**config.mk**
```make
export PLATFORM = sky130hd
export DESIGN_NAME = usr_shift_reg
export DESIGN_NICKNAME = d
export VERILOG_FILES = /design/src/rtl/usr_pkg.sv /design/src/rtl/usr_sync_edge.sv /design/src/rtl/usr_strobe_sel.sv /design/src/rtl/usr_out_latch.sv /design/src/rtl/usr_shift_reg.sv
export SDC_FILE = /design/constraint.sdc
export NUM_CORES = 1
export LEC_CHECK = 0
export BUFFER_PORTS_ARGS = -buffer_cell sky130_fd_sc_hd__buf_2
export CORE_MARGIN = 5
export CORE_UTILIZATION = 30
export CTS_CLUSTER_DIAMETER = 30
export CTS_CLUSTER_SIZE = 10
export DETAILED_ROUTE_END_ITERATION = 8
export SLEW_MARGIN = 20
export SYNTH_ARGS = -nofsm -noshare
export SYNTH_HDL_FRONTEND = slang
export SYNTH_HIERARCHICAL = 1
export SYNTH_SLANG_ARGS = --single-unit
```
**constraint.sdc**
```tcl
create_clock -name clk -period 1.5 [get_ports clk]
set_clock_uncertainty 0.1 [all_clocks]
set_input_delay 0.3 -clock clk [delete_from_list [all_inputs] [get_ports clk]]
set_output_delay 0.3 -clock clk [all_outputs]
set_load 0.005 [all_outputs]
```
**src/rtl/usr_pkg.sv**
```systemverilog
package usr_pkg;

  typedef enum logic [1:0] {
    SRC_SOFT     = 2'b00,
    SRC_TIMER    = 2'b01,
    SRC_EXT_RISE = 2'b10,
    SRC_EXT_FALL = 2'b11
  } strobe_src_e;

  // Source field bit 1 marks the external serial clock.
  function automatic logic is_external(input strobe_src_e src);
    return src[1];
  endfunction

endpackage

```
**src/rtl/usr_sync_edge.sv**
```systemverilog
module usr_sync_edge #(
  parameter int SYNC_STAGES = 2
) (
  input  logic clk,
  input  logic rst_n,
  input  logic pin_i,
  output logic rise_o,
  output logic fall_o
);
  localparam int LAST = SYNC_STAGES - 1;

  logic [SYNC_STAGES-1:0] chain_q;
  logic                   prev_q;

  generate
    for (genvar s = 0; s < SYNC_STAGES; s++) begin : g_stage
      if (s == 0) begin : g_first
        always_ff @(posedge clk or negedge rst_n) begin
          if (!rst_n) chain_q[s] <= 1'b0;
          else        chain_q[s] <= pin_i;
        end
      end else begin : g_next
        always_ff @(posedge clk or negedge rst_n) begin
          if (!rst_n) chain_q[s] <= 1'b0;
          else        chain_q[s] <= chain_q[s-1];
        end
      end
    end
  endgenerate

  always_ff @(posedge clk or negedge rst_n) begin
    if (!rst_n) prev_q <= 1'b0;
    else        prev_q <= chain_q[LAST];
  end

  assign rise_o = chain_q[LAST] & ~prev_q;
  assign fall_o = ~chain_q[LAST] & prev_q;

  // an edge lasts exactly one cycle.
  a_r7_rise_single: assert property (@(posedge clk) disable iff (!rst_n)
    rise_o |=> !rise_o);
  a_r7_fall_single: assert property (@(posedge clk) disable iff (!rst_n)
    fall_o |=> !fall_o);

endmodule

```
**src/rtl/usr_strobe_sel.sv**
```systemverilog
module usr_strobe_sel
  import usr_pkg::*;
(
  input  logic [1:0] clk_sel_i,
  input  logic       sw_i,
  input  logic       tmr_i,
  input  logic       rise_i,
  input  logic       fall_i,
  output logic       ext_o,
  output logic       shift_o,
  output logic       close_o,
  output logic       open_o
);
  strobe_src_e src;
  logic        act_edge, inact_edge;

  always_comb begin
    src        = strobe_src_e'(clk_sel_i);
    act_edge   = (src == SRC_EXT_FALL) ? fall_i : rise_i;
    inact_edge = (src == SRC_EXT_FALL) ? rise_i : fall_i;
    ext_o      = is_external(src);
    unique case (src)
      SRC_SOFT:  shift_o = sw_i;
      SRC_TIMER: shift_o = tmr_i;
      default:   shift_o = act_edge;
    endcase
    close_o = ext_o & act_edge;
    open_o  = ext_o & inact_edge;
  end

endmodule

```
**src/rtl/usr_out_latch.sv**
```systemverilog
module usr_out_latch (
  input  logic clk,
  input  logic rst_n,
  input  logic ext_i,
  input  logic close_i,
  input  logic open_i,
  input  logic msb_i,
  output logic dout_o
);
  logic open_q;
  logic hold_q;

  always_ff @(posedge clk or negedge rst_n) begin
    if (!rst_n) begin
      open_q <= 1'b1;
      hold_q <= 1'b0;
    end else if (close_i) begin
      open_q <= 1'b0;
      hold_q <= msb_i;
    end else if (open_i) begin
      open_q <= 1'b1;
    end
  end

  assign dout_o = (!ext_i || open_q) ? msb_i : hold_q;

  // while closed in external mode, the output does not move.
  a_r9_hold_stable: assert property (@(posedge clk) disable iff (!rst_n)
    (ext_i && !open_q && !open_i && !close_i) |=> (!ext_i || $stable(dout_o)));
  // a closing edge captures the MSB that was present before it.
  a_r9_capture: assert property (@(posedge clk) disable iff (!rst_n)
    (ext_i && close_i) |=> (!ext_i || dout_o == $past(msb_i)));

endmodule

```
**src/rtl/usr_shift_reg.sv**
```systemverilog
module usr_shift_reg #(
  parameter int WIDTH       = 8,
  parameter int SYNC_STAGES = 2
) (
  input  logic             clk,
  input  logic             rst_n,
  input  logic             wr_en_i,
  input  logic [WIDTH-1:0] wr_data_i,
  output logic [WIDTH-1:0] rd_data_o,
  input  logic [1:0]       clk_sel_i,
  input  logic             sw_strobe_i,
  input  logic             tmr_match_i,
  input  logic             sclk_i,
  input  logic             din_i,
  output logic             dout_o
);
  localparam int MSB = WIDTH - 1;

  function automatic logic [WIDTH-1:0] shift_in(input logic [WIDTH-1:0] cur,
                                                input logic bit_in);
    return {cur[WIDTH-2:0], bit_in};
  endfunction

  logic [WIDTH-1:0] sreg_q;
  logic rise_w, fall_w, ext_w, shift_w, close_w, open_w;

  usr_sync_edge #(.SYNC_STAGES(SYNC_STAGES)) u_sync (
    .clk    (clk),
    .rst_n  (rst_n),
    .pin_i  (sclk_i),
    .rise_o (rise_w),
    .fall_o (fall_w)
  );

  usr_strobe_sel u_sel (
    .clk_sel_i (clk_sel_i),
    .sw_i      (sw_strobe_i),
    .tmr_i     (tmr_match_i),
    .rise_i    (rise_w),
    .fall_i    (fall_w),
    .ext_o     (ext_w),
    .shift_o   (shift_w),
    .close_o   (close_w),
    .open_o    (open_w)
  );

  always_ff @(posedge clk or negedge rst_n) begin
    if (!rst_n)       sreg_q <= '0;
    else if (wr_en_i) sreg_q <= wr_data_i;
    else if (shift_w) sreg_q <= shift_in(sreg_q, din_i);
  end

  assign rd_data_o = sreg_q;

  usr_out_latch u_latch (
    .clk     (clk),
    .rst_n   (rst_n),
    .ext_i   (ext_w),
    .close_i (close_w),
    .open_i  (open_w),
    .msb_i   (sreg_q[MSB]),
    .dout_o  (dout_o)
  );

  // a write always wins.
  a_r4_write_wins: assert property (@(posedge clk) disable iff (!rst_n)
    wr_en_i |=> rd_data_o == $past(wr_data_i));
  // a strobe without a write shifts left with din into the LSB.
  a_r3_shift_left: assert property (@(posedge clk) disable iff (!rst_n)
    (shift_w && !wr_en_i) |=> rd_data_o == {$past(rd_data_o[WIDTH-2:0]), $past(din_i)});
  // no write and no strobe leaves the contents alone.
  a_r5_idle_stable: assert property (@(posedge clk) disable iff (!rst_n)
    (!shift_w && !wr_en_i) |=> $stable(rd_data_o));
  // the internal-mode output tracks the MSB.
  a_r8_internal_follow: assert property (@(posedge clk) disable iff (!rst_n)
    !clk_sel_i[1] |-> dout_o == rd_data_o[MSB]);

endmodule

```
After elaboration in Yosys (flattened, before gate mapping)
Cells that the tools add are included.

word-level totals
  logic and storage cells = 27
  input port bits = 17
  register bits after elaboration = 13

operators by class
  mux-type cells = 8
  reduce and logical (&&, ||, !) cells = 5
  equality and inequality tests = 2
  bitwise logic cells = 6

operators by type and width
  operator                                       count
  two-way mux 8 bit                              2
  two-way mux 1 bit                              5
  bitwise AND 1 bit                              4
  nonzero test 2 bit                             2
  == test 2 x 1 -> 1 bit, second input constant  1
  == test 2 bit, second input constant           1
  zero test 2 bit                                1
  inverter 1 bit                                 2
  one-hot mux 1 bit (2 select lines)             1
  zero test 1 bit                                1
  logical OR 1 bit                               1

Longest topological paths before layout
Gate-level depths: netlist of the first run.

  depth after elaboration = 6
  gate-level depth with buffers = 5

Cells and area by module
Netlist of the first run, hierarchy kept.

modules (own cells, without submodules)
  module          cells an instance  sequential area each (um^2)  area an instance (um^2)  times used
  usr_shift_reg   34                 200.2                        372.9                    1
  usr_out_latch   7                  51.3                         91.3                     1
  usr_sync_edge   5                  75.1                         90.1                     1
  usr_strobe_sel  6                  0.0                          62.6                     1

Least setup slack after synthesis of the first run
No wires, ideal clock.

  path kind = register -> register
  start = register u_sync.prev_q
  end = register sreg_q[3] (netlist: rd_data_o[3])
  period minus slack after synthesis = 1584 ps
  arrival time = 1363 ps
  setup time = 121 ps
  slack = -84 ps
  stages on the path, launching flop included = 6
  cells stage by stage = dfrtp_1 > and2b_2 > mux4_2 > buf_6 > mux2i_1 > o21ai_1

between the ends
  elaborated cells on any way between the ends = 6

RTL lines
  what                                 line                  source
  start, declared                      usr_sync_edge.sv:13   logic prev_q;
  start signal, assigned               usr_sync_edge.sv:33   else prev_q <= chain_q[LAST];
  bitwise AND 1 bit                    usr_sync_edge.sv:37   assign fall_o = ~chain_q[LAST] & prev_q;
  via fall_w                           usr_shift_reg.sv:25   logic rise_w, fall_w, ext_w, shift_w, close_w, open_w;
  two-way mux 1 bit                    usr_strobe_sel.sv:19  act_edge = (src == SRC_EXT_FALL) ? fall_i : rise_i;
  one-hot mux 1 bit (2 select lines)   usr_strobe_sel.sv:22  unique case (src)
  via shift_w                          usr_shift_reg.sv:25
  nonzero test 2 bit (no source line)  -
  end signal, assigned                 usr_shift_reg.sv:49   else if (wr_en_i) sreg_q <= wr_data_i;
  end signal, assigned                 usr_shift_reg.sv:50   else if (shift_w) sreg_q <= shift_in(sreg_q, din_i);
  end, declared                        usr_shift_reg.sv:24   logic [WIDTH-1:0] sreg_q;

The timed path passes the listed nets, and every way through them passes these cells.
A chain may end at the register's enable or synchronous reset.

Worst setup path after layout of the first run
  start = register u_latch.open_q
  end = output dout_o

between the ends
  longest elaborated chain between the ends = 2

RTL lines
  what                    line                 source
  start, declared         usr_out_latch.sv:10  logic open_q;
  start signal, assigned  usr_out_latch.sv:15  open_q <= 1'b1;
  start signal, assigned  usr_out_latch.sv:18  open_q <= 1'b0;
  start signal, assigned  usr_out_latch.sv:21  open_q <= 1'b1;
  logical OR 1 bit        usr_out_latch.sv:25  assign dout_o = (!ext_i || open_q) ? msb_i : hold_q;
  two-way mux 1 bit       usr_out_latch.sv:25
  end, declared           usr_shift_reg.sv:15  output logic dout_o

Every way passes these cells.

==> results of run 1 <==
[cell type report]
cell class,instances,area (µm²)
fill,217,1120
multi-input combinational,36,270
timing repair buffer,32,186
tap,27,33.8
sequential,13,327
clock buffer,4,26.3
[synthesized netlist by cell type, drive strengths merged]
master and n:
and2b 1, dfstp 1, nor2 2, mux4 1, mux2 2, buf 3
nand2b 1, nor2b 3, nand2 8, mux2i 10, o21ai 8, dfrtp 12
[what timing repair did]
| item | in CTS | in global routing |
|---|---|---|
| hold buffers | 1 | 0 |
| resized for setup | 2 | 1 |
| hold endpoints to repair | 12 | 0 |
| setup buffers | 2 | 1 |
| setup endpoints to repair | 9 | 10 |
[through the flow]
stage	std cells	instance area [µm²]
floorplan	52	617
global placement	104	768
detailed placement	104	768
CTS	111	833
global route	112	843
finish	112	843
[sequential cells by signal, indices dropped and copies added, names as in the netlist]
register and cells:
rd_data_o 8, u_sync/chain_q 2, u_latch/hold_q 1, u_latch/open_q 1
u_sync/prev_q 1
[layout by cell type (no fill, tap or decap), types with 3 or more instances in the layout]
cell,synthesis,layout
o21ai_1,8,8
buf_4,1,6
dfrtp_1,12,12
nor2b_1,3,3
mux2i_1,10,10
nand2_1,8,8
buf_2,0,24
clkbuf_4,0,3
[report_power, final]
group          internal, mW  switching [mW]
sequential            0.396          0.0293
combinational         0.115          0.0779
clock                 0.103           0.106
[critical path, stage by stage, from the launching register on]
cell and delay, ps:
dfstp_2 530, nand2b_4 110, mux2_4 290, buf_6 110
[cells by family (layout without fill, tap and decap cells)]
kind of cell           count (synthesis)  in the layout  synth area share
buffers and inverters                  3             36            0.0487
muxes                                 13             13             0.241
AOI/OAI and AO/OA                      8              8            0.0649
and+or+nand+nor                       15             15             0.116
DFF                                   13             13             0.529
[worst max path at each step]
stage / end / slack (ps) / cells past startpoint
floorplan: rd_data_o[3] / -80 / 5
global placement: rd_data_o[6] / -170 / 4
detailed placement: rd_data_o[0] / -200 / 4
CTS: dout_o / -230 / 3
global route: rd_data_o[0] / -280 / 4
finish: dout_o / -220 / 3
[layer usage]
metal / vias up / global-route usage
met5: - / 0
met3: 2 / 0.0256
li1: 243 / -
met4: 0 / 0.0521
met1: 212 / 0.116
met2: 16 / 0.133
==> flow_metrics.tcl, run 1 <==
set metrics [dict create \
    status "finished with violations" \
    failed_checks "negative setup slack" \
    end_kind "primary output" \
    cp-start-kind "register" \
    total_leakage_power_nw 0.427 \
    design_power_total_mw 0.827 \
    netlist_instances 52 \
    core_um2 1960 \
    antenna_cells 0 \
    first_pass_iters 4 \
    holdPathEnd "u_sync/chain_q[0]" \
    grt-ovfl-total 0 \
    maxSlewViolCount 0 \
    synth_nets 69 \
    syn_to_final_growth_pct 36.7 \
    initial_utilization 0.314 \
    via_count 473 \
    hold_viol 0 \
    synth-seq-cells 13 \
    fin_crit_sh 1.14 \
    synth_area_leader_cell "dfrtp_1" \
    grt_use_total 0.0901 \
    numCtsBuffers 3 \
    fin_setup_tns_ps -1680 \
    top_layer "met4" \
    crit_fanout 2 \
    setup_viol_count_final 10 \
    synth_area_per_cell_um2 11.9 \
    grt_pass1_vias 502 \
    dieWidth_um 55.3 \
    ir_worst_vdd_mv 0.425 \
    cp-startpoint "u_latch/open_q" \
    dp_slack_ps -197 \
    fp.dieH_um 55.3 \
    whs_path_depth 1 \
    hold_slack_ps 36.4 \
    antenna_found_initial 0 \
    drc 0 \
    drive_above_1_share 0.482 \
    insertion_delay_ps 270 \
    mappedNetlistArea_um2 617 \
    wl_um 1250 \
    seq_area_frac_synth 0.529 \
    ant_nets 0 \
    cts.root.buffer_cell "clkbuf_4" \
    timing.final.ws_setup_ps -216 \
    clock_path_buffers 2 \
    final_nets 103 \
    timing.rr.start "u_sync/chain_q[1]" \
    rows 16 \
    r2r_cells 4 \
    synth_top_cell_area_share 0.487 \
    htree_levels 1 \
    numPortBuffers 25 \
    required_ps 1100 \
    wl_met3_um 61 \
    place_congestion 0.694 \
    power_density_nw_per_um2 980 \
    routed-wl-met2_um 544 \
    hp-class "input pin to register" \
    wl_met1_um 620 \
    synth_cell_type_count 14 \
    hp-start "sclk_i" \
    reg2reg_slack_ps -190 \
    pin_count 26 \
    maxCapViolations 0 \
    grt_max_degree 17 \
    max_freq_ghz 0.583 \
    reg2reg_to "rd_data_o[0]" \
    wl_per_cell_um 11.1 \
    arrival_ps 1320 \
    viasPerCell 4.22 \
    grt_pass1_wl_um 2190 \
    slew_headroom 0.804 \
    rsz0062_at_grt "yes" \
    fin_util 0.430 \
    tightest_slew_ps 294 \
    cts_tree "built" \
    synthTopCellsByArea "dfrtp_1, mux2i_1, o21ai_1, nand2_1, dfstp_2" \
    synth_warnings 6 \
    dieArea_um2 3060 \
    clk_pin_slew_worst_paths_ps 70 \
    period_minus_slack_ps 1720 \
    clock_sink_count 13 \
    criticalPathCategory "register to primary output" \
    dr.first_iter.drc_count 8 \
]
Power figures use the tool's default switching activity.
==> run 2: changes to the inputs <==
--- a/config.mk
+++ b/config.mk
@@ -5,6 +5,7 @@
 export SDC_FILE = /design/constraint.sdc
 export NUM_CORES = 1
 export LEC_CHECK = 0
+export ABC_AREA = 1
 export BUFFER_PORTS_ARGS = -buffer_cell sky130_fd_sc_hd__buf_2
 export CORE_MARGIN = 5
 export CORE_UTILIZATION = 30
@@ -14,5 +15,4 @@
 export SLEW_MARGIN = 20
 export SYNTH_ARGS = -nofsm -noshare
 export SYNTH_HDL_FRONTEND = slang
-export SYNTH_HIERARCHICAL = 1
 export SYNTH_SLANG_ARGS = --single-unit
==> run 2 against run 1 <==
  * The run now ends clean
  * Non-clock buffer count down 6
  * Fmax up 16%
  * Critical path type unchanged
  * Largest cell class unchanged
  * Flip-flop and latch count unchanged
  * Final cell count up 13%
  * Synthesized cell count up 37%
  * First-iteration DRC count down 38%
  * Sequential share of layout area unchanged
==> flow_metrics.tcl, run 2 <==
set metrics [dict create \
    synthTopCellsByArea "dfrtp_1, nand2_1, nand3_1, mux2_1, mux2_2" \
    total_leakage_power_nw 0.452 \
    antenna_found_initial 0 \
    maxCapViolations 0 \
    synth-seq-cells 13 \
    final_cell_mix "buf_2, nand2_1, dfrtp_1, nand3_1" \
    arrival_ps 1080 \
    grt_max_degree 14 \
    synthTopCellsByCount "nand2_1, dfrtp_1, nand3_1" \
    grt_pass1_wl_um 2460 \
    status "complete, no violations" \
    drc 0 \
    largest_reg_flops 8 \
    cp-start-kind "register" \
    clock_sink_count 13 \
    cts_tree "built" \
    setup_viol_count_final 0 \
    numPortBuffers 25 \
    nFillCells 245 \
    wl_um 1340 \
    pin_count 26 \
    htree_levels 1 \
    synth_area_per_cell_um2 9.39 \
    grt-ovfl-total 0 \
    finalNonFillerCells 126 \
    hpwlAfterDp_um 1010 \
    stdcell_area_um2 843 \
    synth_cell_type_count 18 \
    dp_cells 121 \
    synthFlopType "dfrtp_1" \
    dieArea_um2 3270 \
    core_um2 2170 \
    power_density_nw_per_um2 1000 \
    cp_slowest_stage_delay_ps 540 \
    place_congestion 0.809 \
    required_ps 1100 \
    dr.first_iter.drc_count 5 \
    wl_per_cell_um 10.6 \
    clock_path_buffers 2 \
    synth_nets 88 \
    via_count 543 \
    final_nets 116 \
    whs_path_depth 1 \
    rsz0062_at_grt "yes" \
    period_minus_slack_ps 1480 \
    antenna_cells 0 \
    viasPerCell 4.31 \
    rows 17 \
    yosysMostFrequentCell "nand2_1" \
    async_flop_share 1.00 \
    slew_headroom 0.806 \
    maxSlewViolCount 0 \
    mostFrequentLayoutCell "buf_2" \
    syn_to_final_growth_pct 26.5 \
    cts.root.buffer_cell "clkbuf_4" \
    grt_use_total 0.0975 \
    cts_setup_buffers 0 \
    slowest_stage "dfstp_2" \
    hold_viol 0 \
    hp-class "input pin to register" \
    mappedNetlistArea_um2 667 \
    crit_fanout 2 \
    tightest_slew_ps 291 \
    clk_pin_slew_worst_paths_ps 80 \
    place_area_um2 805 \
    criticalPathCategory "register to primary output" \
    first_pass_iters 4 \
    initial_utilization 0.307 \
    ir_worst_vdd_mv 0.511 \
    fin_crit_sh 0.987 \
    worstPathCellList "nor2_2, o21ai_1, buf_2" \
    dieWidth_um 57.2 \
    end_kind "primary output" \
    grt_pass1_vias 572 \
    r2r_cells 7 \
    synth_edf_count 0 \
    synth_top_cell_area_share 0.450 \
    seq_area_frac_synth 0.490 \
    synth_warnings 0 \
    insertion_delay_ps 270 \
    netlist_instances 71 \
    synth_area_leader_cell "dfrtp_1" \
    max_freq_ghz 0.676 \
    ant_nets 0 \
    drive_above_1_share 0.398 \
    numCtsBuffers 3 \
    fp.dieH_um 57.2 \
]
## run 2: cell count changes after synthesis, moves of 2 or more
cell,delta
buf_4,+2
buf_6,-2
inv_1,+4
mux2_1,+4
mux2_2,+3
mux2i_1,-10
nand2_1,+15
nand3_1,+9
nor2b_1,-3
o21ai_1,-7
## run 2: kinds of logic after synthesis
logic type,after synthesis,synth area share
AND/OR/NAND/NOR,38,0.280
flip-flops,13,0.490
multiplexers,8,0.135
buffers and inverters,8,0.0619
AO/OA/AOI/OAI,4,0.0338
## run 2: cell type report
type	count	area [µm²]	share of cell area
sequential	13	327	0.387
tap	28	35.0	0.0415
timing repair buffer	26	135	0.160
inverter	5	18.8	0.0223
clock buffer	4	26.3	0.0312
multi-input combinational	50	302	0.358
## run 2: metrics by stage
| stage | util | total power [mW] | setup slack, ps | setup TNS, ps | hold slack [ps] |
|---|---|---|---|---|---|
| final | 0.389 | 0.847 | 19.6 | 0 | 35.2 |
| after global routing | 0.389 | 0.920 | -70.5 | -70.5 | 12.1 |
| after CTS | 0.389 | 0.865 | 3.73 | 0 | 23.8 |
| after detailed placement | 0.371 | 0.641 | 226 | 0 | 106 |
| after global placement | 0.371 | 0.642 | 236 | 0 | 101 |
| after floorplan | - | 0.560 | 370 | 0 | -95.6 |
## run 2: worst max-delay path: cells and delay by family (launching register included)
kind                   cells  cell delay, ps
AOI/OAI and AO/OA          1             100
buffers and inverters      1             120
DFF                        1             540
and+or+nand+nor            1              40
## run 2: path summary, 6_finish.rpt
kind / slack, ps / start / end
hold reg to reg: 250 / u_sync.chain_q[0] / u_sync.chain_q[1]
hold / removal: 40 / sclk_i / u_sync.chain_q[0]
setup reg to reg: 210 / u_sync.chain_q[1] / rd_data_o[5]
max in group asynchronous: 670 / rst_n / u_latch.open_q
min in group asynchronous: 350 / rst_n / rd_data_o[1]
setup / recovery: 20 / u_latch.open_q / dout_o
## run 2: metal layers
| metal | up-vias | part of all wire | GRT usage |
|---|---|---|---|
| met5 | - | 0 | 0 |
| met4 | 0 | 0 | 0.0497 |
| li1 | 281 | - | - |
| met2 | 19 | 0.44 | 0.150 |
| met1 | 243 | 0.47 | 0.119 |
| met3 | 0 | 0.094 | 0.0362 |
## run 2: what timing repair did
| action | 4_1_cts | 5_1_grt |
|---|---|---|
| endpoints found under the hold margin | 12 | 0 |
| setup endpoints to repair | 1 | 1 |
| resized for setup | 2 | 0 |
| hold buffers | 1 | 0 |
## run 2: where the power goes
group          total (mW)  switching, mW  internal (mW)
clock network       0.211          0.108          0.103
logic               0.199         0.0996         0.0990
registers           0.438         0.0345          0.404
total               0.847          0.242          0.606
==> run 3: changes to the inputs <==
==> constraint.sdc (replaced) <==
create_clock -name clk -period 1.5 [get_ports clk]
set_clock_uncertainty 0.1 [all_clocks]
set_input_delay 0.3 -clock clk [delete_from_list [all_inputs] [get_ports clk]]
set_output_delay 0.3 -clock clk [all_outputs]
set_load 0.05 [all_outputs]
==> run 3 against run 2 <==
  * Critical path depth stayed put
  * Largest cell class unchanged
  * Fmax decreased by 3.6%
  * The flow now finishes with violations (negative setup slack)
  * Core utilization up 0.46 points
  * Wire length grew 7.0%
  * Sequential share of layout area down 0.45 points
  * Clock-buffer cell count unchanged
  * First-iteration DRC count down 100%
  * Flip-flop and latch count is the same
  * Combinational power is 81% higher
  * Sequential power hardly changed
  * Die area did not move
  * Setup slack lost 55 ps
==> flow_metrics.tcl, run 3 (synthesis results as in run 2) <==
set metrics [dict create \
    status "finished with violations" \
    failed_checks "negative setup slack" \
    cts_tree "built" \
    clk_pin_slew_worst_paths_ps 70 \
    rsz0062_at_grt "yes" \
    critical_path_buf_inv_count 1 \
    period_minus_slack_ps 1540 \
    first_pass_iters 1 \
    pwr-share-comb 0.357 \
    largest_reg_flops 8 \
    numPortBuffers 25 \
    syn_to_final_growth_pct 28.0 \
    tightest_slew_ps 293 \
    arrival_ps 1140 \
    clock_sink_count 13 \
    max_freq_ghz 0.651 \
    hold_viol 0 \
    place_congestion 0.704 \
    nFillCells 250 \
    total_leakage_power_nw 0.455 \
    grt_use_total 0.0939 \
    dp_slack_ps 76.5 \
    maxCapViolations 0 \
    grt_pass1_vias 570 \
    drc 0 \
    antenna_cells 0 \
    busiest_layer "met2" \
    p_switching_mw 0.392 \
    insertion_delay_ps 270 \
    required_ps 1100 \
    stdcell_area_um2 853 \
    rows 17 \
    cp_slowest_stage_delay_ps 540 \
    setup_viol_count_final 1 \
    numCtsBuffers 3 \
    criticalPathCategory "register to primary output" \
    p_int_mw 0.616 \
    fin_crit_sh 1.02 \
    design_power_total_mw 1.01 \
    use_met3 0.0204 \
    grt-ovfl-total 0 \
    hp-class "input pin to register" \
    hpwlAfterDp_um 1100 \
    final_nets 116 \
    slowest_stage "dfstp_2" \
    htree_levels 1 \
    cts_setup_buffers 0 \
    grt_pass1_wl_um 2430 \
    drive_above_1_share 0.408 \
    use_met1 0.113 \
    wl_per_cell_um 11.4 \
    fp.dieH_um 57.2 \
    final_cell_mix "buf_2, nand2_1, dfrtp_1, nand3_1" \
    wl_um 1430 \
    dieArea_um2 3270 \
    initial_utilization 0.307 \
    via_count 561 \
    clock_path_buffers 2 \
    dr.first_iter.drc_count 0 \
    core_um2 2170 \
    cp-start-kind "register" \
    end_kind "primary output" \
    grt_max_degree 14 \
    pwr-share-clk 0.209 \
    fin_util 0.393 \
    slew_headroom 0.805 \
    worstPathCellList "nor2_2, o21ai_2, buf_6" \
    mostFrequentLayoutCell "buf_2" \
    switching_share 0.389 \
    ant_nets 0 \
    power_frac_seq 0.434 \
    power_density_nw_per_um2 1180 \
    use_met2 0.166 \
    crit_family "flip-flops" \
    ir_worst_vdd_mv 0.497 \
    pin_count 26 \
    maxSlewViolCount 0 \
    crit_fanout 2 \
    cts.root.buffer_cell "clkbuf_4" \
    viasPerCell 4.45 \
    timing.final.ws_setup_ps -35.4 \
    place_area_um2 808 \
    dieWidth_um 57.2 \
    antenna_found_initial 0 \
]
## run 3: stage by stage
stage	cells	setup TNS, ps	hold slack, ps
final	126	-35.4	37.3
after global routing	126	-78.1	35.9
after CTS	126	-52.8	29.0
after detailed placement	121	0	104
after global placement	121	0	97.7
after floorplan	71	0	-95.6
## run 3: final cells by class
cell class	instances	area [µm²]	area share
Clock buffer	4	26.3	0.0308
Multi-Input combinational cell	50	305	0.358
Timing Repair Buffer	26	141	0.166
Inverter	5	18.8	0.0220
Sequential cell	13	327	0.383
Tap cell	28	35.0	0.0411
## run 3: path summary, 6_finish.rpt
path | end | depth (start not counted) | start | slack (ps)
max | dout_o | 3 | u_latch.open_q | -40
min | u_sync.chain_q[0] | 1 | sclk_i | 40
max reg2reg | rd_data_o[5] | 7 | u_sync.chain_q[1] | 160
min reg2reg | u_sync.chain_q[1] | 0 | u_sync.chain_q[0] | 260
max in group asynchronous | u_latch.open_q | 2 | rst_n | 680
min in group asynchronous | rd_data_o[1] | 2 | rst_n | 340
## run 3: power by group through the flow
stage,Clock (mW),Sequential [mW],Combinational (mW)
global route,0.234,0.445,0.385
global placement,0,0.442,0.349
floorplan,0,0.549,0.161
detailed placement,0,0.443,0.354
finish,0.211,0.437,0.360
CTS,0.223,0.439,0.366
## run 3: timing repair
action	in CTS	in global routing
endpoints found under the hold margin	12	0
pin swaps	0	0
endpoints found under the setup margin	1	1
hold buffers	1	0
gates resized for setup	3	0
cloned	0	0
## run 3: routing by layer
metal  vias to the layer above  part of all wire
met5                         -                 0
met4                         0            0.0077
met3                         2             0.056
met2                        16              0.52
met1                       262              0.42
li1                        281                 -
